`config.mk`:
```
export PLATFORM = sky130hd
export DESIGN_NAME = drf_seq
export DESIGN_NICKNAME = d
export VERILOG_FILES = /design/src/rtl/drf_pkg.sv /design/src/rtl/drf_tick_gen.sv /design/src/rtl/drf_backlog.sv /design/src/rtl/drf_ctrl.sv /design/src/rtl/drf_seq.sv
export SDC_FILE = /design/constraint.sdc
export NUM_CORES = 1
export LEC_CHECK = 0
export CAP_MARGIN = 10
export CORE_ASPECT_RATIO = 1.4
export CORE_UTILIZATION = 50
export CTS_CLUSTER_SIZE = 10
export DETAILED_ROUTE_END_ITERATION = 7
export GPL_ROUTABILITY_DRIVEN = 0
export GPL_TIMING_DRIVEN = 0
export PLACE_DENSITY = 0.67
export SLEW_MARGIN = 25
export SYNTH_ARGS = -nofsm -noshare
export SYNTH_HDL_FRONTEND = slang
export SYNTH_SLANG_ARGS = --single-unit
```
`constraint.sdc`:
```
create_clock -name clk_i -period 5 [get_ports clk_i]
set_clock_uncertainty 0.15 [all_clocks]
set_input_delay 0.5 -clock clk_i [delete_from_list [all_inputs] [get_ports clk_i]]
set_output_delay 0.5 -clock clk_i [all_outputs]
set_load 0.01 [all_outputs]
```
`src/rtl/drf_pkg.sv`:
```
package drf_pkg;
  typedef enum logic [3:0] {
    ST_PWR, ST_IDLE, ST_REQ, ST_CPRE, ST_CLEAD, ST_RASL, ST_RPRE, ST_SR, ST_SRX
  } drf_state_e;

  typedef enum logic [1:0] {M_INIT, M_REF, M_SR} drf_mode_e;

  function automatic int unsigned drf_max(input int unsigned a, input int unsigned b);
    return (a > b) ? a : b;
  endfunction
endpackage

```
`src/rtl/drf_tick_gen.sv`:
```
module drf_tick_gen #(
  parameter int unsigned REF_INTERVAL = 1560
) (
  input  logic clk_i,
  input  logic rst_ni,
  input  logic en_i,
  output logic tick_o
);
  localparam int unsigned TW = $clog2(REF_INTERVAL + 1);
  logic [TW-1:0] cnt_q;

  assign tick_o = en_i && (cnt_q == TW'(REF_INTERVAL - 1));

  always_ff @(posedge clk_i or negedge rst_ni) begin
    if (!rst_ni)     cnt_q <= '0;
    else if (!en_i)  cnt_q <= '0;   // restart phase whenever disabled
    else if (tick_o) cnt_q <= '0;
    else             cnt_q <= cnt_q + 1'b1;
  end
endmodule

```
`src/rtl/drf_backlog.sv`:
```
module drf_backlog #(
  parameter int unsigned BACKLOG_MAX = 15,
  parameter int unsigned URGENT_TH   = 8
) (
  input  logic clk_i,
  input  logic rst_ni,
  input  logic tick_i,
  input  logic done_i,
  input  logic clr_i,
  output logic pend_o,
  output logic urgent_o
);
  localparam int unsigned BW = $clog2(BACKLOG_MAX + 1);
  logic [BW-1:0] cnt_q;

  assign pend_o   = (cnt_q != '0);
  assign urgent_o = (cnt_q >= BW'(URGENT_TH));

  always_ff @(posedge clk_i or negedge rst_ni) begin
    if (!rst_ni)    cnt_q <= '0;
    else if (clr_i) cnt_q <= '0;
    else begin
      unique case ({tick_i, done_i})
        2'b10:   if (cnt_q != BW'(BACKLOG_MAX)) cnt_q <= cnt_q + 1'b1;
        2'b01:   if (cnt_q != '0) cnt_q <= cnt_q - 1'b1;
        default: cnt_q <= cnt_q;
      endcase
    end
  end
endmodule

```
`src/rtl/drf_ctrl.sv`:
```
module drf_ctrl
  import drf_pkg::*;
#(
  parameter int unsigned PWRUP_CYC = 20000,
  parameter int unsigned INIT_CYC  = 8,
  parameter int unsigned CAS_PRE   = 1,
  parameter int unsigned CAS_LEAD  = 1,
  parameter int unsigned RAS_LOW   = 3,
  parameter int unsigned RAS_PRE   = 2,
  parameter int unsigned SR_MIN    = 10000,
  parameter int unsigned SR_PRE    = 5
) (
  input  logic clk_i,
  input  logic rst_ni,
  input  logic gnt_i,
  input  logic sr_enter_i,
  input  logic sr_exit_i,
  input  logic pend_i,
  output logic req_o,
  output logic ras_n_o,
  output logic cas_n_o,
  output logic init_done_o,
  output logic in_sr_o,
  output logic ref_done_o,
  output logic tick_en_o
);
  localparam int unsigned LONGEST = drf_max(drf_max(PWRUP_CYC, SR_MIN),
                                    drf_max(drf_max(CAS_PRE, CAS_LEAD),
                                    drf_max(drf_max(RAS_LOW, RAS_PRE), SR_PRE)));
  localparam int unsigned CW = $clog2(LONGEST + 1);
  localparam int unsigned IW = $clog2(INIT_CYC + 1);

  drf_state_e    state_q;
  drf_mode_e     mode_q;
  logic [CW-1:0] cnt_q;
  logic [IW-1:0] init_q;
  logic          done_q, sr_req_q, sr_exit_q;
  logic          cnt_zero;

  assign cnt_zero = (cnt_q == '0);

  always_ff @(posedge clk_i or negedge rst_ni) begin
    if (!rst_ni) begin
      state_q   <= ST_PWR;
      mode_q    <= M_INIT;
      cnt_q     <= CW'(PWRUP_CYC - 1);
      init_q    <= '0;
      done_q    <= 1'b0;
      sr_req_q  <= 1'b0;
      sr_exit_q <= 1'b0;
    end else begin
      if (sr_enter_i && done_q && state_q != ST_SR && state_q != ST_SRX) sr_req_q <= 1'b1;
      if (sr_exit_i && state_q == ST_SR) sr_exit_q <= 1'b1;
      unique case (state_q)
        ST_PWR:  if (cnt_zero) state_q <= ST_REQ; else cnt_q <= cnt_q - 1'b1;
        ST_IDLE: begin
          if (sr_req_q) begin
            mode_q <= M_SR;  state_q <= ST_REQ;
          end else if (pend_i) begin
            mode_q <= M_REF; state_q <= ST_REQ;
          end
        end
        ST_REQ: if (gnt_i) begin
          state_q <= ST_CPRE; cnt_q <= CW'(CAS_PRE - 1);
        end
        ST_CPRE: if (cnt_zero) begin
          state_q <= ST_CLEAD; cnt_q <= CW'(CAS_LEAD - 1);
        end else cnt_q <= cnt_q - 1'b1;
        ST_CLEAD: if (cnt_zero) begin
          if (mode_q == M_SR) begin
            state_q <= ST_SR; cnt_q <= CW'(SR_MIN - 1); sr_req_q <= 1'b0;
          end else begin
            state_q <= ST_RASL; cnt_q <= CW'(RAS_LOW - 1);
          end
        end else cnt_q <= cnt_q - 1'b1;
        ST_RASL: if (cnt_zero) begin
          state_q <= ST_RPRE; cnt_q <= CW'(RAS_PRE - 1);
        end else cnt_q <= cnt_q - 1'b1;
        ST_RPRE: if (cnt_zero) begin
          if (mode_q == M_INIT && init_q != IW'(INIT_CYC - 1)) begin
            init_q <= init_q + 1'b1; state_q <= ST_REQ;
          end else begin
            if (mode_q == M_INIT) done_q <= 1'b1;
            state_q <= ST_IDLE;
          end
        end else cnt_q <= cnt_q - 1'b1;
        ST_SR: if (!cnt_zero) cnt_q <= cnt_q - 1'b1;
               else if (sr_exit_q) begin
                 state_q <= ST_SRX; cnt_q <= CW'(SR_PRE - 1); sr_exit_q <= 1'b0;
               end
        ST_SRX: if (cnt_zero) state_q <= ST_IDLE; else cnt_q <= cnt_q - 1'b1;
        default: state_q <= ST_IDLE;
      endcase
    end
  end

  assign req_o       = (state_q != ST_PWR) && (state_q != ST_IDLE);
  assign ras_n_o     = !(state_q == ST_RASL || state_q == ST_SR);
  assign cas_n_o     = !(state_q == ST_CLEAD || state_q == ST_RASL || state_q == ST_SR);
  assign init_done_o = done_q;
  assign in_sr_o     = (state_q == ST_SR);
  assign ref_done_o  = (state_q == ST_RPRE) && cnt_zero && (mode_q == M_REF);
  assign tick_en_o   = done_q && state_q != ST_SR && state_q != ST_SRX;
endmodule

```
`src/rtl/drf_seq.sv`:
```
module drf_seq #(
  parameter int unsigned PWRUP_CYC    = 20000,
  parameter int unsigned INIT_CYC     = 8,
  parameter int unsigned CAS_PRE      = 1,
  parameter int unsigned CAS_LEAD     = 1,
  parameter int unsigned RAS_LOW      = 3,
  parameter int unsigned RAS_PRE      = 2,
  parameter int unsigned REF_INTERVAL = 1560,
  parameter int unsigned BACKLOG_MAX  = 15,
  parameter int unsigned URGENT_TH    = 8,
  parameter int unsigned SR_MIN       = 10000,
  parameter int unsigned SR_PRE       = 5
) (
  input  logic clk_i,
  input  logic rst_ni,
  input  logic gnt_i,
  input  logic sr_enter_i,
  input  logic sr_exit_i,
  output logic req_o,
  output logic ras_n_o,
  output logic cas_n_o,
  output logic init_done_o,
  output logic in_sr_o,
  output logic urgent_o
);
  logic tick, tick_en, pend, ref_done;

  drf_tick_gen #(.REF_INTERVAL(REF_INTERVAL)) u_tick (
    .clk_i, .rst_ni, .en_i(tick_en), .tick_o(tick)
  );

  drf_backlog #(.BACKLOG_MAX(BACKLOG_MAX), .URGENT_TH(URGENT_TH)) u_backlog (
    .clk_i, .rst_ni, .tick_i(tick), .done_i(ref_done), .clr_i(in_sr_o),
    .pend_o(pend), .urgent_o
  );

  drf_ctrl #(
    .PWRUP_CYC(PWRUP_CYC), .INIT_CYC(INIT_CYC), .CAS_PRE(CAS_PRE), .CAS_LEAD(CAS_LEAD),
    .RAS_LOW(RAS_LOW), .RAS_PRE(RAS_PRE), .SR_MIN(SR_MIN), .SR_PRE(SR_PRE)
  ) u_ctrl (
    .clk_i, .rst_ni, .gnt_i, .sr_enter_i, .sr_exit_i, .pend_i(pend),
    .req_o, .ras_n_o, .cas_n_o, .init_done_o, .in_sr_o,
    .ref_done_o(ref_done), .tick_en_o(tick_en)
  );
endmodule

```
==> summary.txt, run 1 <==
Endpoints failing setup: 0
Slowest cell on crit path: dfstp_2
Kind of critical path: register to register
Max clock buf depth: 2
Commonest cells after routing, fill and taps aside: nor2_1 (37), dfrtp_1 (34), nand2_1 (20), a21oi_1 (20), o21ai_0 (19)
Maximum fanout along the worst path: 10
Sinks on Clock Net: 43
Drt via density: 5.85
First-pass GRT wire length: 10400 µm
CTS Buf Count: 5
DR vias: 2253
Fin crit period: 3.72 ns
Most frequent CP cell: ha_1
Synth warn: 0
WL per Instance: 15.5 µm
Power per cell area: 211 nW/µm²
Lkg Pwr: 1.30 nW
Worst path required time: 5.04 ns
CP Capture Type: register
Count of flip-flops with a built-in enable after synthesis: 0
Fmax: 269 MHz
Final period util: 0.744
R2r setup slk: 1.28 ns
I/O Buffers: 10
Post-route insts no fill: 385
Syn nets: 314
Final hold vios: 0
Final setup TNS: 0 ns
Largest delay share family, worst path: simple AND/OR/NAND/NOR gates
Worst VDD drop: 0.175 mV
Synth Cell Area: 2720 µm²
Status: finished, final reports clean
Die ar.: 5740 µm²
Hold Crit Class: primary input to asynchronous set/reset pin
Hold_buf cts: 0
Critical path depth: 16
RSZ-0062 raised after global routing: no
Fin. max-slew vios: 0
Max-slew headroom: 0.548
Share of cells above drive strength 1: 0.107
Clock slew at reported path FFs: 0.09 ns
Io pins: 11
Mean post-synth cell area: 9.06 µm²
Commonest non-fill, non-tap cell in the layout: nor2_1
Area contributors post-synth: dfrtp_1 (31%), dfstp_2 (8.7%), nor2_1 (5.1%), ha_1 (4.1%), a21oi_1 (3.7%)
Detailed Place HPWL: 4440 µm
Fillers: 480
Clock Latency Late Sink: 0.30 ns
Drt total wl: 5980 µm
Pin count of the biggest net entering global routing: 23
Worst setup SP type: register
Worst EP arrival: 3.76 ns
Worst-Margin Slew: 0.671 ns
Final Cell Area: 3040 µm²
Fraction of registers with async set/reset: 1.00
Initial antenna violation count: 0
Post-synth top area share: 0.313
DIE HEIGHT: 89.2 µm
CP peak stage delay: 0.38 ns
Worst Path Buf+Inv: 3
CTS tree: built
Sequential element share of the synthesized area: 0.400
Hold_ws: 0.0187 ns
Post-Place Cells: 377
Root Buffer: clkbuf_8
GRT Total Usage: 0.235
Global route total overflow: 0
Area post-placement: 2920 µm²
ANT nets after route: 0
Worst R2R Path Depth: 16
Main synth FF type: dfrtp_1
Post-CTS Setup Repair Bufs: 0
Die W: 64.3 µm
Residual DRC count: 0
Core area: 5200 µm²
Antenna diodes: 0
First-iteration detailed-routing DRC count: 102
Initial Util: 0.523
Seq cells post-synth: 43
# rows: 31
Max-cap violation count: 0
Largest area contributor in the netlist: dfrtp_1
1st-pass router iterations: 4
Vias in the first global route: 2185
Layout net count: 332
PostCTS Resize Cnt: 0
Synth cell types: 54
Cells along the critical path: inv_1 > ha_1 > nor3b_1 > nand4b_4 > clkbuf_1 > nor3_1 > nand3b_1 > inv_1 > ha_1 > ha_1 > and3_1 > o21ai_0 > o21ai_0 > a211oi_1 > xnor2_1 > nor2_1
Area delta synth->final: 11.8%
Max H-tree Level: 2
Post-synthesis cell count: 300
==> cell usage after synthesis, types with 2 or more instances <==
master,number
dfstp_2,9
nor3b_1,3
nand4_1,2
or3_1,2
nor3_1,8
a21o_1,2
nor4b_1,3
o21bai_1,3
nand2_1,20
a21oi_1,20
or4_4,2
a22o_1,3
buf_6,2
xor2_1,10
ha_1,9
or2_1,2
inv_1,8
nand2b_1,5
nor2b_1,6
o31ai_1,6
dfrtp_1,34
nor2_1,37
xnor2_1,7
o21ai_1,7
nor4_1,4
o21ai_0,19
nor4_4,2
nand3b_1,5
mux2_1,3
a31oi_1,5
clkbuf_1,11
o311ai_0,2
nand3_1,12
a211o_1,2
and3_1,6
==> routing by layer <==
metal	share of wire	vias up	global-route usage	wire length [µm]
met3	0.029	10	0.0421	171
li1	-	1121	-	-
met5	0	-	0	0
met4	0.016	0	0.0727	93
met2	0.53	40	0.433	3170
met1	0.43	1082	0.275	2550
==> area by class of cell <==
cell class              count  area (µm²)  share of cell area
multi-input cells         236        1540               0.506
flip-flops and latches     43        1090               0.358
repair buffers             11         123              0.0403
well taps                  66        82.6              0.0272
clock buffers               5        68.8              0.0226
plain buffers              13        63.8              0.0210
clock inverters             3        47.5              0.0156
inverters                   8        30.0             0.00988
==> registers in the layout (all words and copies together) (netlist names) <==
signal              flops
u_ctrl.sr_req_q         1
u_ctrl.init_q           4
u_ctrl.state_q          4
u_ctrl.mode_q           2
u_ctrl.cnt_q           15
u_ctrl.init_done_o      1
u_ctrl.sr_exit_q        1
u_backlog.cnt_q         4
u_tick.cnt_q           11
==> stage by stage <==
stage / power [mW] / worst slack (ns) / util
5_1_grt: 0.662 / 0.950 / 0.585
3_3_place_gp: 0.365 / 1.30 / 0.558
6_report: 0.641 / 1.28 / 0.585
3_5_place_dp: 0.368 / 1.28 / 0.562
2_1_floorplan: 0.355 / 1.74 / -
4_1_cts: 0.650 / 1.26 / 0.585
==> worst paths after layout <==
check,start,to
max in group asynchronous,rst_ni,u_ctrl.cnt_q[0]
min in group clk_i,u_ctrl.init_q[3],u_ctrl.init_q[3]
hold reg to reg,u_ctrl.init_q[3],u_ctrl.init_q[3]
hold / removal,rst_ni,u_tick.cnt_q[5]
setup / recovery,u_ctrl.cnt_q[1],u_backlog.cnt_q[3]
setup reg to reg,u_ctrl.cnt_q[1],u_backlog.cnt_q[3]
==> power by group <==
part	total [mW]	internal [mW]	switching, mW
Clock	0.280	0.151	0.129
Combinational	0.0127	0.00475	0.00791
Sequential	0.348	0.348	0
==> kinds of logic (layout without fill, tap and decap cells) <==
group / Yosys count / count (layout) / share of synthesized area
xor+xnor: 17 / 17 / 0.0548
simple gates: 128 / 128 / 0.272
fa+ha+maj: 9 / 9 / 0.0414
compound gates: 78 / 78 / 0.181
flops: 43 / 43 / 0.400
mux: 4 / 4 / 0.0161
buf+inv: 21 / 40 / 0.0345
==> worst reg2reg max path: cells and delay by family (launching register included) <==
family	cells	cell delay, ns
flip-flops	1	0.38
AND/OR/NAND/NOR	6	1.20
AO/OA/AOI/OAI	3	0.51
buffers and inverters	3	0.47
adder cells (fa/ha/maj)	3	0.75
XOR/XNOR	1	0.16
No activity file was read; power rests on OpenSTA's default activity.
==> run 2: changes to the inputs <==
- clock period: 5 -> 3.75 ns (I/O delays scaled with it)
==> run 2 against run 1 <==
Effect of this change: via count is 0.53% lower; clock-buffer cell count stayed put; sequential power is 33% higher; cell count stayed put; register-to-register slack worse by 0.94 ns; critical path depth is 3 lower; largest cell class unchanged; critical path type unchanged; global-route usage stayed put; maximum frequency is 9.1% higher; routed wire length is 0.13% higher.
==> summary.txt, run 2 (synthesis gave the netlist of run 1 again) <==
CTS tree: built
1st-pass router iterations: 4
Worst VDD drop: 0.232 mV
First-pass GRT wire length: 10400 µm
CP Capture Type: register
Fmax: 293 MHz
Area post-placement: 2920 µm²
Die W: 64.3 µm
Layout net count: 332
Residual DRC count: 0
R2r setup slk: 0.34 ns
Worst EP arrival: 3.45 ns
Antenna diodes: 0
Vias in the first global route: 2185
WL per Instance: 15.6 µm
Max H-tree Level: 2
Pin count of the biggest net entering global routing: 23
Core area: 5200 µm²
Worst hold stages: 1
Root Buffer: clkbuf_8
# rows: 31
Top Registers: u_ctrl.cnt_q x15, u_tick.cnt_q x11
Hold Crit Class: register to register
Final hold vios: 0
Status: finished, final reports clean
Fillers: 481
Lkg Pwr: 1.31 nW
DP Worst Slack: 0.0339 ns
CP peak stage delay: 0.50 ns
Share of cells above drive strength 1: 0.119
Drt total wl: 5990 µm
Worst R2R Path Depth: 13
Commonest non-fill, non-tap cell in the layout: nor2_1
Fin. max-slew vios: 0
Worst path required time: 3.79 ns
Worst Path Buf+Inv: 1
Reg with most FFs: u_ctrl.cnt_q
DR vias: 2241
RSZ-0062 raised after global routing: no
Die ar.: 5740 µm²
Max-cap violation count: 0
Max-slew headroom: 0.553
Critical R2R Capture: u_backlog.cnt_q[3]
Clock Latency Late Sink: 0.30 ns
Worst setup SP type: register
First-iteration detailed-routing DRC count: 88
I/O Buffers: 10
CTS Buf Count: 5
Detailed Place HPWL: 4440 µm
Slowest cell on crit path: nor4_4
Cells along the critical path: nor4_4 > nand4b_4 > nor3_2 > nand3b_1 > inv_1 > ha_1 > ha_1 > and3_1 > o21ai_0 > o21ai_0 > a211oi_1 > xnor2_1 > nor2_1
Endpoint, Worst Hold: u_ctrl.init_q[3]
Endpoints failing setup: 0
Final Cell Area: 3060 µm²
DIE HEIGHT: 89.2 µm
HP Start: u_ctrl.init_q[3]
Final period util: 0.910
Fin crit period: 3.41 ns
Largest delay share family, worst path: simple AND/OR/NAND/NOR gates
Total Power: 0.855 mW
Initial Util: 0.523
ANT nets after route: 0
GRT Total Usage: 0.235
Global route total overflow: 0
Max FFs per register: 15
Final setup TNS: 0 ns
Max clock buf depth: 2
Commonest cells after routing, fill and taps aside: nor2_1 (37), dfrtp_1 (34), nand2_1 (20), a21oi_1 (20), o21ai_0 (19)
Initial antenna violation count: 0
PnR worst setup slack: 0.339 ns
Worst R2R Start: u_ctrl.cnt_q[2]
Power per cell area: 279 nW/µm²
Worst-Margin Slew: 0.663 ns
Maximum fanout along the worst path: 13
Io pins: 11
Sinks on Clock Net: 43
Clock slew at reported path FFs: 0.09 ns
Kind of critical path: register to register
Drt via density: 5.82
Area delta synth->final: 12.7%
-- run 2: layout make-up --
class                           count  area [µm²]  area share
Clock buffer                        5        68.8      0.0225
Inverter                            8        30.0     0.00980
Sequential cell                    43        1090       0.355
Multi-Input combinational cell    236        1550       0.507
Timing Repair Buffer               12         133      0.0433
Buffer                             12        61.3      0.0200
Clock inverter                      3        47.5      0.0155
Tap cell                           66        82.6      0.0270
-- run 2: power breakdown --
group | switching [mW] | internal (mW) | leakage (nW) | total, mW
logic | 0.0106 | 0.00702 | 0.696 | 0.0177
clock network | 0.172 | 0.202 | 0.0587 | 0.374
registers | 0 | 0.464 | 0.553 | 0.464
total | 0.183 | 0.673 | 1.31 | 0.855
-- run 2: how the worst max path moves through the flow --
stage	from	end	slack, ns	cells after the start
2_1_floorplan	u_ctrl.cnt_q[1]	u_backlog.cnt_q[3]	0.49	16
3_3_place_gp	u_ctrl.cnt_q[1]	u_backlog.cnt_q[3]	0.05	16
3_5_place_dp	u_ctrl.cnt_q[1]	u_backlog.cnt_q[3]	0.03	16
4_1_cts	u_ctrl.cnt_q[1]	u_backlog.cnt_q[3]	0.006	16
5_1_grt	u_ctrl.cnt_q[2]	u_backlog.cnt_q[3]	0.08	13
6_report	u_ctrl.cnt_q[2]	u_backlog.cnt_q[3]	0.34	13
-- run 2: worst register-to-register path: cells and delay by family, from the launching register on --
family	cells	cell delay, ns
AND/OR/NAND/NOR	6	1.41
adder cells (fa/ha/maj)	2	0.57
AO/OA/AOI/OAI	3	0.51
flip-flops	1	0.41
XOR/XNOR	1	0.16
buffers and inverters	1	0.10
-- run 2: routing by layer --
layer | up-vias | global-route usage | wire length, µm
li1 | 1120 | - | -
met4 | 0 | 0.0727 | 100
met5 | - | 0 | 0
met1 | 1074 | 0.276 | 2540
met2 | 37 | 0.433 | 3160
met3 | 10 | 0.0408 | 186
-- run 2: per-stage QoR --
step           hold WS, ns   util  instances
3_5_place_dp         0.246  0.562        377
6_report             0.318  0.589        385
2_1_floorplan      -0.0706      -        300
5_1_grt              0.350  0.589        385
4_1_cts              0.326  0.587        386
3_3_place_gp         0.307  0.558        376
-- run 2: timing repair --
item                                   CTS  global route
endpoints found under the hold margin   15             0
setup buffers                            0             0
resized for setup                        0             5
setup endpoints to repair                0             1
hold buffers                             1             0
